$ cat src/rtl/tmr_irq_regs.sv
module tmr_irq_regs #(
  parameter int PRESCALE = 1024
) (
  input  logic       clk,
  input  logic       rst_n,
  input  logic [1:0] win,
  input  logic [1:0] offs,
  input  logic       rd_en,
  input  logic       wr_en,
  input  logic [7:0] wr_data,
  input  logic       vid_irq_a,
  input  logic       vid_irq_b,
  output logic [7:0] rd_data,
  output logic       irq_req
);
  localparam int PW = (PRESCALE > 1) ? $clog2(PRESCALE) : 1;
  localparam logic [PW-1:0] PLAST = PW'(PRESCALE - 1);

  localparam logic [1:0] W_SND = 2'd0;
  localparam logic [1:0] W_TMR = 2'd1;
  localparam logic [1:0] W_INP = 2'd2;
  localparam logic [1:0] W_IRQ = 2'd3;

  logic [7:0]    mdr;
  logic [6:0]    reload, cnt;
  logic [PW-1:0] pre;
  logic          run, tmr_pend;
  logic [2:0]    mask;

  wire tmr_wr  = wr_en && (win == W_TMR);
  wire irq_wr  = wr_en && (win == W_IRQ);
  wire ctl_wr  = tmr_wr && offs[0];
  wire tick    = run && (pre == PLAST);
  wire uflow   = tick && (cnt == 7'd0) && !ctl_wr;
  wire vid_any = vid_irq_a | vid_irq_b;

  always_ff @(posedge clk) begin
    if (!rst_n) begin
      mdr      <= 8'h00;
      reload   <= 7'd0;
      cnt      <= 7'd0;
      pre      <= '0;
      run      <= 1'b0;
      tmr_pend <= 1'b0;
      mask     <= 3'b000;
    end else begin
      if (wr_en) mdr <= wr_data;
      if (tmr_wr && !offs[0]) reload <= wr_data[6:0];
      if (ctl_wr) begin
        run <= wr_data[0];
        pre <= '0;
        if (wr_data[0]) cnt <= reload;
      end else if (run) begin
        pre <= tick ? '0 : PW'(pre + 1'b1);
        if (tick) cnt <= (cnt == 7'd0) ? reload : cnt - 7'd1;
      end
      if (irq_wr && offs == 2'd2) mask <= wr_data[2:0];
      if (irq_wr && offs == 2'd3) tmr_pend <= 1'b0;
      else if (uflow)             tmr_pend <= 1'b1;
    end
  end

  logic [7:0] rd_mux;
  always_comb begin
    rd_mux = mdr;
    case (win)
      W_TMR: rd_mux = {mdr[7], cnt};
      W_IRQ: begin
        if (offs == 2'd2) rd_mux = {mdr[7:3], mask};
        if (offs == 2'd3) rd_mux = {mdr[7:3], tmr_pend, vid_any, 1'b0};
      end
      W_SND, W_INP: rd_mux = mdr;
      default: rd_mux = mdr;
    endcase
  end

  assign rd_data = rd_en ? rd_mux : 8'h00;
  assign irq_req = (vid_any & ~mask[1]) | (tmr_pend & ~mask[2]);
endmodule

$ cat config.mk
export PLATFORM = sky130hd
export DESIGN_NAME = tmr_irq_regs
export DESIGN_NICKNAME = d
export VERILOG_FILES = /design/src/rtl/tmr_irq_regs.sv
export SDC_FILE = /design/constraint.sdc
export NUM_CORES = 1
export LEC_CHECK = 0
export CAP_MARGIN = 30
export CELL_PAD_IN_SITES_DETAIL_PLACEMENT = 2
export CELL_PAD_IN_SITES_GLOBAL_PLACEMENT = 2
export CORE_MARGIN = 8
export CORE_UTILIZATION = 38
export DETAILED_ROUTE_END_ITERATION = 6
export DONT_BUFFER_PORTS = 1
export PLACE_DENSITY_LB_ADDON = 0.1
export SETUP_SLACK_MARGIN = 0.02
export SYNTH_ARGS = -nofsm -noshare
export SYNTH_HDL_FRONTEND = slang
export SYNTH_SLANG_ARGS = --single-unit
$ cat constraint.sdc
create_clock -name clk -period 2.55 [get_ports clk]
set_input_delay 0.51 -clock clk [delete_from_list [all_inputs] [get_ports clk]]
set_output_delay 0.51 -clock clk [all_outputs]
set_load 0.005 [all_outputs]
# Word-level counts from Yosys, hierarchy flattened
# Index checks and enable logic that the tools add are counted.
# Widths: inputs -> output; s select.
[totals]
input_bits = 18
reg_bits = 37
[classes]
add_sub_neg = 2
mux = 10
reduce_logical = 19
n_bitwise = 7
n_eq_ne = 7
[ops]
columns = ["op", "n"]
rows = [
  ["$mux 7", 5],
  ["$pmux 8 s3", 1],
  ["$add 10x1->10 const B", 1],
  ["$eq 10x10->1 const B", 1],
  ["$mux 10", 1],
  ["$logic_and 1x1->1", 9],
  ["$eq 2x2->1 const B", 4],
  ["$mux 8", 1],
  ["$logic_not 7->1", 1],
  ["$sub 7x1->7 const B", 1],
  ["$mux 3", 2],
  ["$reduce_or 2->1", 3],
  ["$reduce_bool 2->1", 2],
  ["$not 1->1", 3],
  ["$reduce_and 3->1", 1],
  ["$and 1x1->1", 2],
  ["$eq 2x1->1 const B", 1],
  ["$logic_not 1->1", 2],
  ["$logic_not 2->1", 1],
  ["$ne 2x2->1 const B", 1],
  ["$or 1x1->1", 2],
]

# Longest topological paths before layout
# Gate-level depths: netlist of run 1.
[depth]
word_depth = 5
depth_mapped = 7
mapped_depth_nobuf = 6

# Least setup slack after synthesis of run 1
# OpenSTA, ideal clock, no wires.
[synth_path]
kind = "in2reg"
from = "in offs[0]"
to = "reg cnt[6]"
setup_slack_ns = 0.579
setup_time_ns = 0.122
required_ns = 2.428
t_arrival_ns = 1.849
cell_stages = 7
cell_sequence = "buf_4 > and4b_1 > buf_6 > or4_4 > buf_6 > o211ai_1 > a21oi_1"
[synth_via]
elab_chain_len = 3
elab_cells_between_ends = 6
[synth_lines]
columns = ["item", "line", "text"]
rows = [
  ["start: declaration", "7", "input logic [1:0] offs,"],
  ["$logic_and 1x1->1 *", "32", "wire ctl_wr = tmr_wr && offs[0];"],
  ["$ne 2x2->1 (no line) or $reduce_bool 2->1 (tied branches)", "n/a", ""],
  ["$reduce_and 3->1 (no line)", "n/a", ""],
  ["end signal: assignment", "52", "if (wr_data[0]) cnt <= reload;"],
  ["end signal: assignment", "55", "if (tick) cnt <= (cnt == 7'd0) ? reload : cnt - 7'd1;"],
  ["end: declaration", "25", "logic [6:0] reload, cnt;"],
]
# Every way passes the cells marked *; elsewhere a longest branch is shown, timed or not.
# A chain may end at the register's enable or synchronous reset.

# Worst setup path in the final report of run 1
[layout_path]
from = "reg cnt[0]"
to = "reg cnt[6]"
[layout_via]
elab_chain_len = 5
elab_cells_between_ends = 6
[layout_lines]
columns = ["item", "line", "text"]
rows = [
  ["$sub 7x1->7 or $logic_not 7->1 (tied branches)", "55", ""],
  ["$mux 7 * (2 in a row)", "55", ""],
  ["$mux 7 *", "53", "end else if (run) begin"],
  ["$mux 7 *", "49", "if (ctl_wr) begin"],
]
# Every way passes the cells marked *; elsewhere a longest branch is shown, timed or not. The select of a mux whose other input is x is not followed.

==> metrics.txt, run 1 <==
status completed; CP Launch Point cnt[0]; CTS Buf Count 5; Syn Area/Cell 8.98 um^2; critical path data arrival time 2.07 ns; Static Leak 0.720 nW; DR WL/cell 19.6 um; Root Buffer clkbuf_8; core area 5110 um^2; Yosys Warn Count 0; IO buf count 0; first-pass GRT wire length 9250 um; min Tclk post-route 1.94 ns; cells after synthesis 224; Seq/Total Area, Yosys 36.8%; drt drc 0; # clock sinks 37; global route overflow 0; worst path bufs/invs 1; vias in the first global route 1846; CP top delay family simple AND/OR/NAND/NOR gates; skew final 0.00552 ns; H-tree Lvls 2; Sw Pwr 244 uW; CP endpoint cnt[6]; Sw Share 22.6%; crit-path cells inv_1, ha_1, or3b_2, or3_1, o211ai_1, a21oi_1; critical path capture point type flop; worst r2r dst cnt[6]; commonest cells after routing, fill and taps aside dfxtp_1 (37), nor2_1 (36), mux2i_1 (28); Die ar. 7870 um^2; commonest non-fill, non-tap cell in the layout dfxtp_1; Die X-Extent 88.7 um; Final Max Tran Viols 0; Antenna Nets Post-Route 0; clk slew on worst S/H paths 0.07 ns; Clk pwr share 38.3%; gpl congestion 0.847; Worst path slowest cell or3b_2; WS Path Type reg2reg; delay of the slowest critical-path stage 0.49 ns; netlist area before placement 2010 um^2; post-CTS setup buffer count 0; DP Wirelength 4350 um; via count 1672; Worst R2R Start cnt[0]; Fin. Hold Viols 0; ANT cells 0; Worst-Margin Slew 0.775 ns; PostCTS Resize Cnt 0; Max FO, Critical Path 6; clock buffer depth 2; peak supply drop 0.000292 V; Setup Viol. Count Final 0; initial antenna violation count 0; DRT iter0 DRCs 60; PwrDens 515 nW/um^2; Slew headroom 48.3%; worst path required time 2.69 ns; r2r setup slk 0.61 ns; Crit path depth 6; P&R area growth vs syn 4.17%; final WL 5670 um; die height 88.7 um; ys flop type dfxtp_1; number of max-cap violations 0; worst slack at placement 0.630 ns; Core Rows 26; CP Launch Type flop; Layout Nets 241; Post-Syn Nets 245; Sequential Power Share 55.3%; Starting Density 39.4%; Hold Crit Class in2reg; share of post-route cells with drive strength above 1 8.18%; setup tns final 0 ns; Combinational Power Share 6.4%; global-route usage over all layers 15.2%; ratio of routed vias to standard cells 5.77; Clk Latency, worst-skew pair 0.29 ns; Yosys reg bits 37; async set-reset flop share out of synthesis 0%; CTS tree yes; largest net degree at the start of global routing 25; cell internal pwr 836 uW; Reg2Reg Depth 6; First-pass DRT Iterations 4; number of synthesized flops with an enable pin 0; hold-fix buffer count after cts 0; final worst path period share 76.0%; I/O pin total 27; Fmax 0.516 GHz; crit path setup slack, layout 0.613 ns; Netlist cell types 50; unrepaired setup endpoints after global routing false
routing by layer:
metal,routed length [um],up-vias,track usage [%]
met2,2870,32,26.7
li1,-,791,-
met5,0,-,0
met1,2470,844,17.3
met4,46,0,3.99
met3,279,5,4.55
worst min-delay path by stage:
stage,endpoint,depth (start not counted),start,slack (ns)
finish,tmr_pend,2,rst_n,0.36
detailed placement,mdr[7],2,mdr[7],0.48
global placement,mdr[7],2,mdr[7],0.47
global route,tmr_pend,2,rst_n,0.35
CTS,tmr_pend,2,rst_n,0.35
floorplan,tmr_pend,2,tmr_pend,0.44
Yosys cell counts, types with 2 or more instances:
| library cell | count | area share [%] |
|---|---|---|
| dfxtp_1 | 37 | 37 |
| nor2_1 | 36 | 6.7 |
| mux2i_1 | 28 | 14 |
| nand2_1 | 12 | 2.2 |
| a21oi_1 | 8 | 2.0 |
| nor2b_1 | 8 | 2.5 |
| inv_1 | 5 | 0.93 |
| nand2b_1 | 5 | 1.6 |
| xor2_1 | 5 | 2.2 |
| buf_6 | 4 | 2.2 |
| nand3_1 | 4 | 1.0 |
| nand4_1 | 4 | 1.2 |
| o211ai_1 | 4 | 1.5 |
| o21ai_0 | 4 | 1.0 |
| o22ai_1 | 4 | 1.2 |
| xnor2_1 | 4 | 1.7 |
| buf_4 | 3 | 1.1 |
| clkbuf_1 | 3 | 0.56 |
| ha_1 | 3 | 1.9 |
| nor3_1 | 3 | 0.75 |
| nor4_1 | 3 | 0.93 |
| o32ai_1 | 3 | 1.3 |
| a2bb2oi_1 | 2 | 0.87 |
| a31o_2 | 2 | 0.87 |
| a31oi_1 | 2 | 0.62 |
| and2_1 | 2 | 0.62 |
| nand3_2 | 2 | 1.0 |
| o21ai_1 | 2 | 0.50 |
cell families after synthesis:
group           Yosys count  share of synthesized area (%)
simple gates             93                           25.1
compound gates           37                           12.6
flops                    37                           36.8
mux                      28                           13.9
buf+inv                  17                           5.79
xor+xnor                  9                           3.92
fa+ha+maj                 3                           1.87
state kept, by name (all words and copies together), names as in the netlist:
| signal | count |
|---|---|
| cnt | 7 |
| mask | 3 |
| mdr | 8 |
| reload | 7 |
| tmr_pend | 1 |
| run | 1 |
| pre | 10 |
cell type report:
cell class | count | area [um^2]
flip-flops and latches | 37 | 741
clock buffers | 7 | 86.3
well taps | 70 | 87.6
multi-input cells | 170 | 1150
fillers | 575 | 3010
inverters | 5 | 18.8
repair buffers | 1 | 7.51
metrics by stage:
stage               total power [mW]  hold slack, ns  std cells  util [%]  instance area, um^2
global route                    1.12           0.346        290      41.0                 2090
finish                          1.08           0.361        290      41.0                 2090
global placement               0.676           0.466        283      39.3                 2010
detailed placement             0.680           0.477        283      39.3                 2010
CTS                             1.09           0.351        290      41.0                 2090
floorplan                      0.679           0.444        224         -                 2010
power groups by stage:
stage               logic, mW  clock network [mW]  registers (mW)
floorplan              0.0717                   0           0.607
global placement       0.0663                   0           0.610
finish                 0.0689               0.414           0.597
detailed placement     0.0698                   0           0.610
global route           0.0761               0.447           0.598
CTS                    0.0704               0.425           0.597
Note: power is estimated with default switching activity, not from simulation.
==> run 2, diff against run 1 <==
==> constraint.sdc (replaced) <==
create_clock -name clk -period 2.02 [get_ports clk]
set_input_delay 0.404 -clock clk [delete_from_list [all_inputs] [get_ports clk]]
set_output_delay 0.404 -clock clk [all_outputs]
set_load 0.005 [all_outputs]
==> run 2 against run 1 <==
Critical path depth is the same. Critical endpoint unchanged. Design area grew 1.2%. Register-to-register slack got worse by 0.52 ns.
==> metrics.txt, run 2 (same netlist as run 1, synthesis figures left out) <==
ratio of routed vias to standard cells 5.65; DP Wirelength 4620 um; post-CTS setup buffer count 0; worst path required time 2.19 ns; I/O pin total 27; CP Launch Type flop; Clk Latency, worst-skew pair 0.29 ns; worst r2r dst cnt[6]; Starting Density 39.4%; global route overflow 0; CP Launch Point cnt[0]; delay of the slowest critical-path stage 0.49 ns; DR WL/cell 20.5 um; min Tclk post-route 1.93 ns; Hold Crit Class in2reg; clk slew on worst S/H paths 0.07 ns; Layout Nets 245; critical path capture point type flop; Reg2Reg Depth 6; CP endpoint cnt[6]; IO buf count 0; DRT iter0 DRCs 119; H-tree Lvls 2; crit-path cells inv_1, ha_1, or3b_2, or3_1, o211ai_1, a21oi_1; share of post-route cells with drive strength above 1 9.87%; global-route usage over all layers 16.4%; Static Leak 0.738 nW; final WL 5990 um; final core occ 41.5%; core area 5110 um^2; commonest cells after routing, fill and taps aside dfxtp_1 (37), nor2_1 (36), mux2i_1 (28); Antenna Nets Post-Route 0; Core Rows 26; Fmax 0.519 GHz; hold-fix buffer count after cts 0; Worst R2R Start cnt[0]; Setup Viol. Count Final 0; CP top delay family simple AND/OR/NAND/NOR gates; Worst-Margin Slew 0.606 ns; status completed; CTS tree yes; Biggest register pre; r2r setup slk 0.09 ns; largest net degree at the start of global routing 19; Final Max Tran Viols 0; unrepaired setup endpoints after global routing false; Root Buffer clkbuf_8; setup tns final 0 ns; Worst path slowest cell or3b_2; drt drc 0; clock buffer depth 2; number of max-cap violations 0; worst path bufs/invs 1; Fin. Hold Viols 0; ANT cells 0; skew final 0.00476 ns; final worst path period share 95.3%; first-pass GRT wire length 9760 um; PwrDens 629 nW/um^2; Top Registers pre x10, mdr x8; Die X-Extent 88.7 um; met3 Usage GRT 4.64%; initial antenna violation count 0; Die ar. 7870 um^2; WS Path Type reg2reg; gpl congestion 0.880; routing usage on met1 18.2%; P&R area growth vs syn 5.41%; Slew headroom 59.5%; peak supply drop 0.000343 V; # clock sinks 37; M2 GR Usage 29.4%; critical path data arrival time 2.10 ns; global routing's busiest layer met2; vias in the first global route 1911; max FFs per register 10; CTS Buf Count 5; Max FO, Critical Path 6; First-pass DRT Iterations 4; via count 1654; die height 88.7 um; Crit path depth 6; commonest non-fill, non-tap cell in the layout dfxtp_1; PostCTS Resize Cnt 0
[run 2: cell types whose count changed in the layout (fill, tap and decap cells not counted)]
cell | before | now
a21oi_2 | 1 | 0
a21oi_4 | 0 | 1
buf_4 | 1 | 5
clkbuf_8 | 6 | 5
clkinv_2 | 0 | 1
clkbuf_1 | 1 | 0
[run 2: metal layers]
layer  up-vias  wire length, um  part of all wire [%]
met2        33             3060                    51
met1       825             2580                    43
li1        792                -                     -
met5         -                0                     0
met3         4              315                   5.3
met4         0               32                  0.53
[run 2: cell type report]
type / instances / area [um^2]
clock buffers: 5 / 68.8
clock inverters: 1 / 5.00
fillers: 589 / 2990
inverters: 5 / 18.8
multi-input cells: 170 / 1160
flip-flops and latches: 37 / 741
well taps: 70 / 87.6
repair buffers: 5 / 37.5
[run 2: worst min-delay path by stage]
stage	startpoint	to	cells after the start
floorplan	tmr_pend	tmr_pend	2
global placement	mdr[7]	mdr[7]	2
detailed placement	tmr_pend	tmr_pend	2
CTS	rst_n	tmr_pend	2
global route	wr_data[6]	reload[6]	2
finish	rst_n	tmr_pend	2
[run 2: report_power, final]
group	internal (mW)	leakage, nW	switching (mW)
clock	0.227	0.0399	0.262
combinational	0.0424	0.398	0.0485
sequential	0.743	0.300	0.00999
[run 2: metrics by stage]
step	worst slack [ns]	std cells	hold slack (ns)	cell area (um^2)	power [mW]
after floorplan	0.155	224	0.444	2010	0.857
after global placement	0.214	287	0.463	2040	0.856
after detailed placement	0.125	287	0.488	2040	0.862
after CTS	0.0978	293	0.237	2110	1.35
after global routing	0.0240	293	0.256	2120	1.40
final	0.0942	293	0.251	2120	1.33
==> run 3, diff against run 2 <==
--- a/config.mk
+++ b/config.mk
@@ -13,6 +13,7 @@
 export DETAILED_ROUTE_END_ITERATION = 6
 export DONT_BUFFER_PORTS = 1
 export PLACE_DENSITY_LB_ADDON = 0.1
+export REMOVE_ABC_BUFFERS = 1
 export SETUP_SLACK_MARGIN = 0.02
 export SYNTH_ARGS = -nofsm -noshare
 export SYNTH_HDL_FRONTEND = slang
==> run 3 against run 2 <==
Non-clock buffer count grew 2. Sequential share of layout area fell by 0.39 points. Flip-flop and latch count unchanged. Global-route usage up 0.40 points. Critical endpoint unchanged.
==> metrics.txt, run 3 (same netlist as run 1, synthesis figures left out) <==
status completed; number of max-cap violations 0; Reg2Reg Depth 6; skew final 0.00681 ns; min Tclk post-route 1.88 ns; Fin Hold WS 0.259 ns; worst path bufs/invs 1; die height 88.7 um; First-pass DRT Iterations 4; clock buffer depth 2; Antenna Nets Post-Route 0; vias in the first global route 1976; gpl congestion 0.872; setup tns final 0 ns; final WL 6070 um; commonest cells after routing, fill and taps aside dfxtp_1 (37), nor2_1 (36), mux2i_1 (28); Worst R2R Start cnt[0]; clk slew on worst S/H paths 0.08 ns; Top Registers pre x10, mdr x8; final worst path period share 93.2%; CP Launch Point cnt[0]; WS Path Type reg2reg; H-tree Lvls 2; global-route usage over all layers 16.8%; CTS tree yes; core area 5110 um^2; critical path capture point type flop; P&R area growth vs syn 6.60%; delay of the slowest critical-path stage 0.48 ns; max FFs per register 10; global route overflow 0; Fin. Hold Viols 0; register area 741 um^2; Root Buffer clkbuf_8; # clock sinks 37; Layout Nets 247; final core occ 42.0%; worst r2r dst cnt[6]; Slew headroom 53.7%; drt drc 0; peak supply drop 0.000303 V; via count 1677; DP Wirelength 4610 um; Final Non-Filler Cells 297; IO buf count 0; largest net degree at the start of global routing 17; footprint of the multi-input gates 1160 um^2; first-pass GRT wire length 10100 um; # placed instances 289; Final Max Tran Viols 0; critical path data arrival time 2.04 ns; DRT iter0 DRCs 90; commonest non-fill, non-tap cell in the layout dfxtp_1; Hold Crit Class in2reg; Biggest register pre; CP endpoint cnt[6]; Clk Latency, worst-skew pair 0.29 ns; PwrDens 635 nW/um^2; Die ar. 7870 um^2; Worst path slowest cell or3b_2; worst slack at placement 0.0765 ns; ANT cells 0; FILL cells 612; unrepaired setup endpoints after global routing false; Worst-Margin Slew 0.692 ns; Max FO, Critical Path 6; initial antenna violation count 0; I/O pin total 27; Setup Viol. Count Final 0; worst path required time 2.17 ns; CP top delay family simple AND/OR/NAND/NOR gates; Starting Density 39.4%; crit path setup slack, layout 0.137 ns; Crit path depth 6; CP Launch Type flop; hold path depth 2; CTS Buf Count 5; Die X-Extent 88.7 um; Static Leak 0.746 nW; Core Rows 26; r2r setup slk 0.14 ns; DR WL/cell 20.4 um; share of post-route cells with drive strength above 1 11.0%; ratio of routed vias to standard cells 5.65; post-CTS setup buffer count 0; crit-path cells inv_2, ha_2, or3b_2, or3_1, o211ai_1, a21oi_1; Fmax 0.531 GHz
[run 3: timing repair]
item / in CTS / in global routing
hold buffers: 0 / 0
setup endpoints to repair: 0 / 5
gates resized for setup: 0 / 3
[run 3: per-stage QoR]
step / cell area (um^2) / total power [mW]
floorplan: 1910 / 0.837
global placement: 2050 / 0.856
detailed placement: 2050 / 0.863
CTS: 2130 / 1.38
global route: 2140 / 1.42
finish: 2140 / 1.36
[run 3: layer usage]
| metal | track usage (%) | part of all wire [%] | vias up |
|---|---|---|---|
| li1 | - | - | 802 |
| met1 | 18.9 | 44 | 840 |
| met2 | 29.4 | 49 | 27 |
| met3 | 5.57 | 4.9 | 8 |
| met4 | 4.92 | 1.2 | 0 |
| met5 | 0 | 0 | - |
[run 3: layout make-up]
class | instances | area share [%]
multi-input cells | 170 | 54.3
flip-flops and latches | 37 | 34.6
well taps | 70 | 4.09
clock buffers | 8 | 3.74
repair buffers | 7 | 2.45
inverters | 5 | 0.876
[run 3: where the power goes]
part           switching, mW  internal (mW)  leakage [nW]  total [mW]
Combinational         0.0494         0.0431         0.407      0.0925
Sequential           0.00965          0.743         0.300       0.753
Clock                  0.269          0.246        0.0395       0.515
Total                  0.328           1.03         0.746        1.36
[run 3: worst register-to-register path, stage by stage, from the launching register on]
cell and delay, ns:
dfxtp_1 0.38, inv_2 0.10, ha_2 0.20, or3b_2 0.48, or3_1 0.32, o211ai_1 0.17
a21oi_1 0.09
[run 3: worst min path at each step]
stage	start	to	slack [ns]
after floorplan	tmr_pend	tmr_pend	0.44
after global placement	mdr[7]	mdr[7]	0.47
after detailed placement	mdr[7]	mdr[7]	0.48
after CTS	wr_data[5]	mdr[5]	0.25
after global routing	wr_data[0]	reload[0]	0.27
final	wr_data[5]	reload[5]	0.26
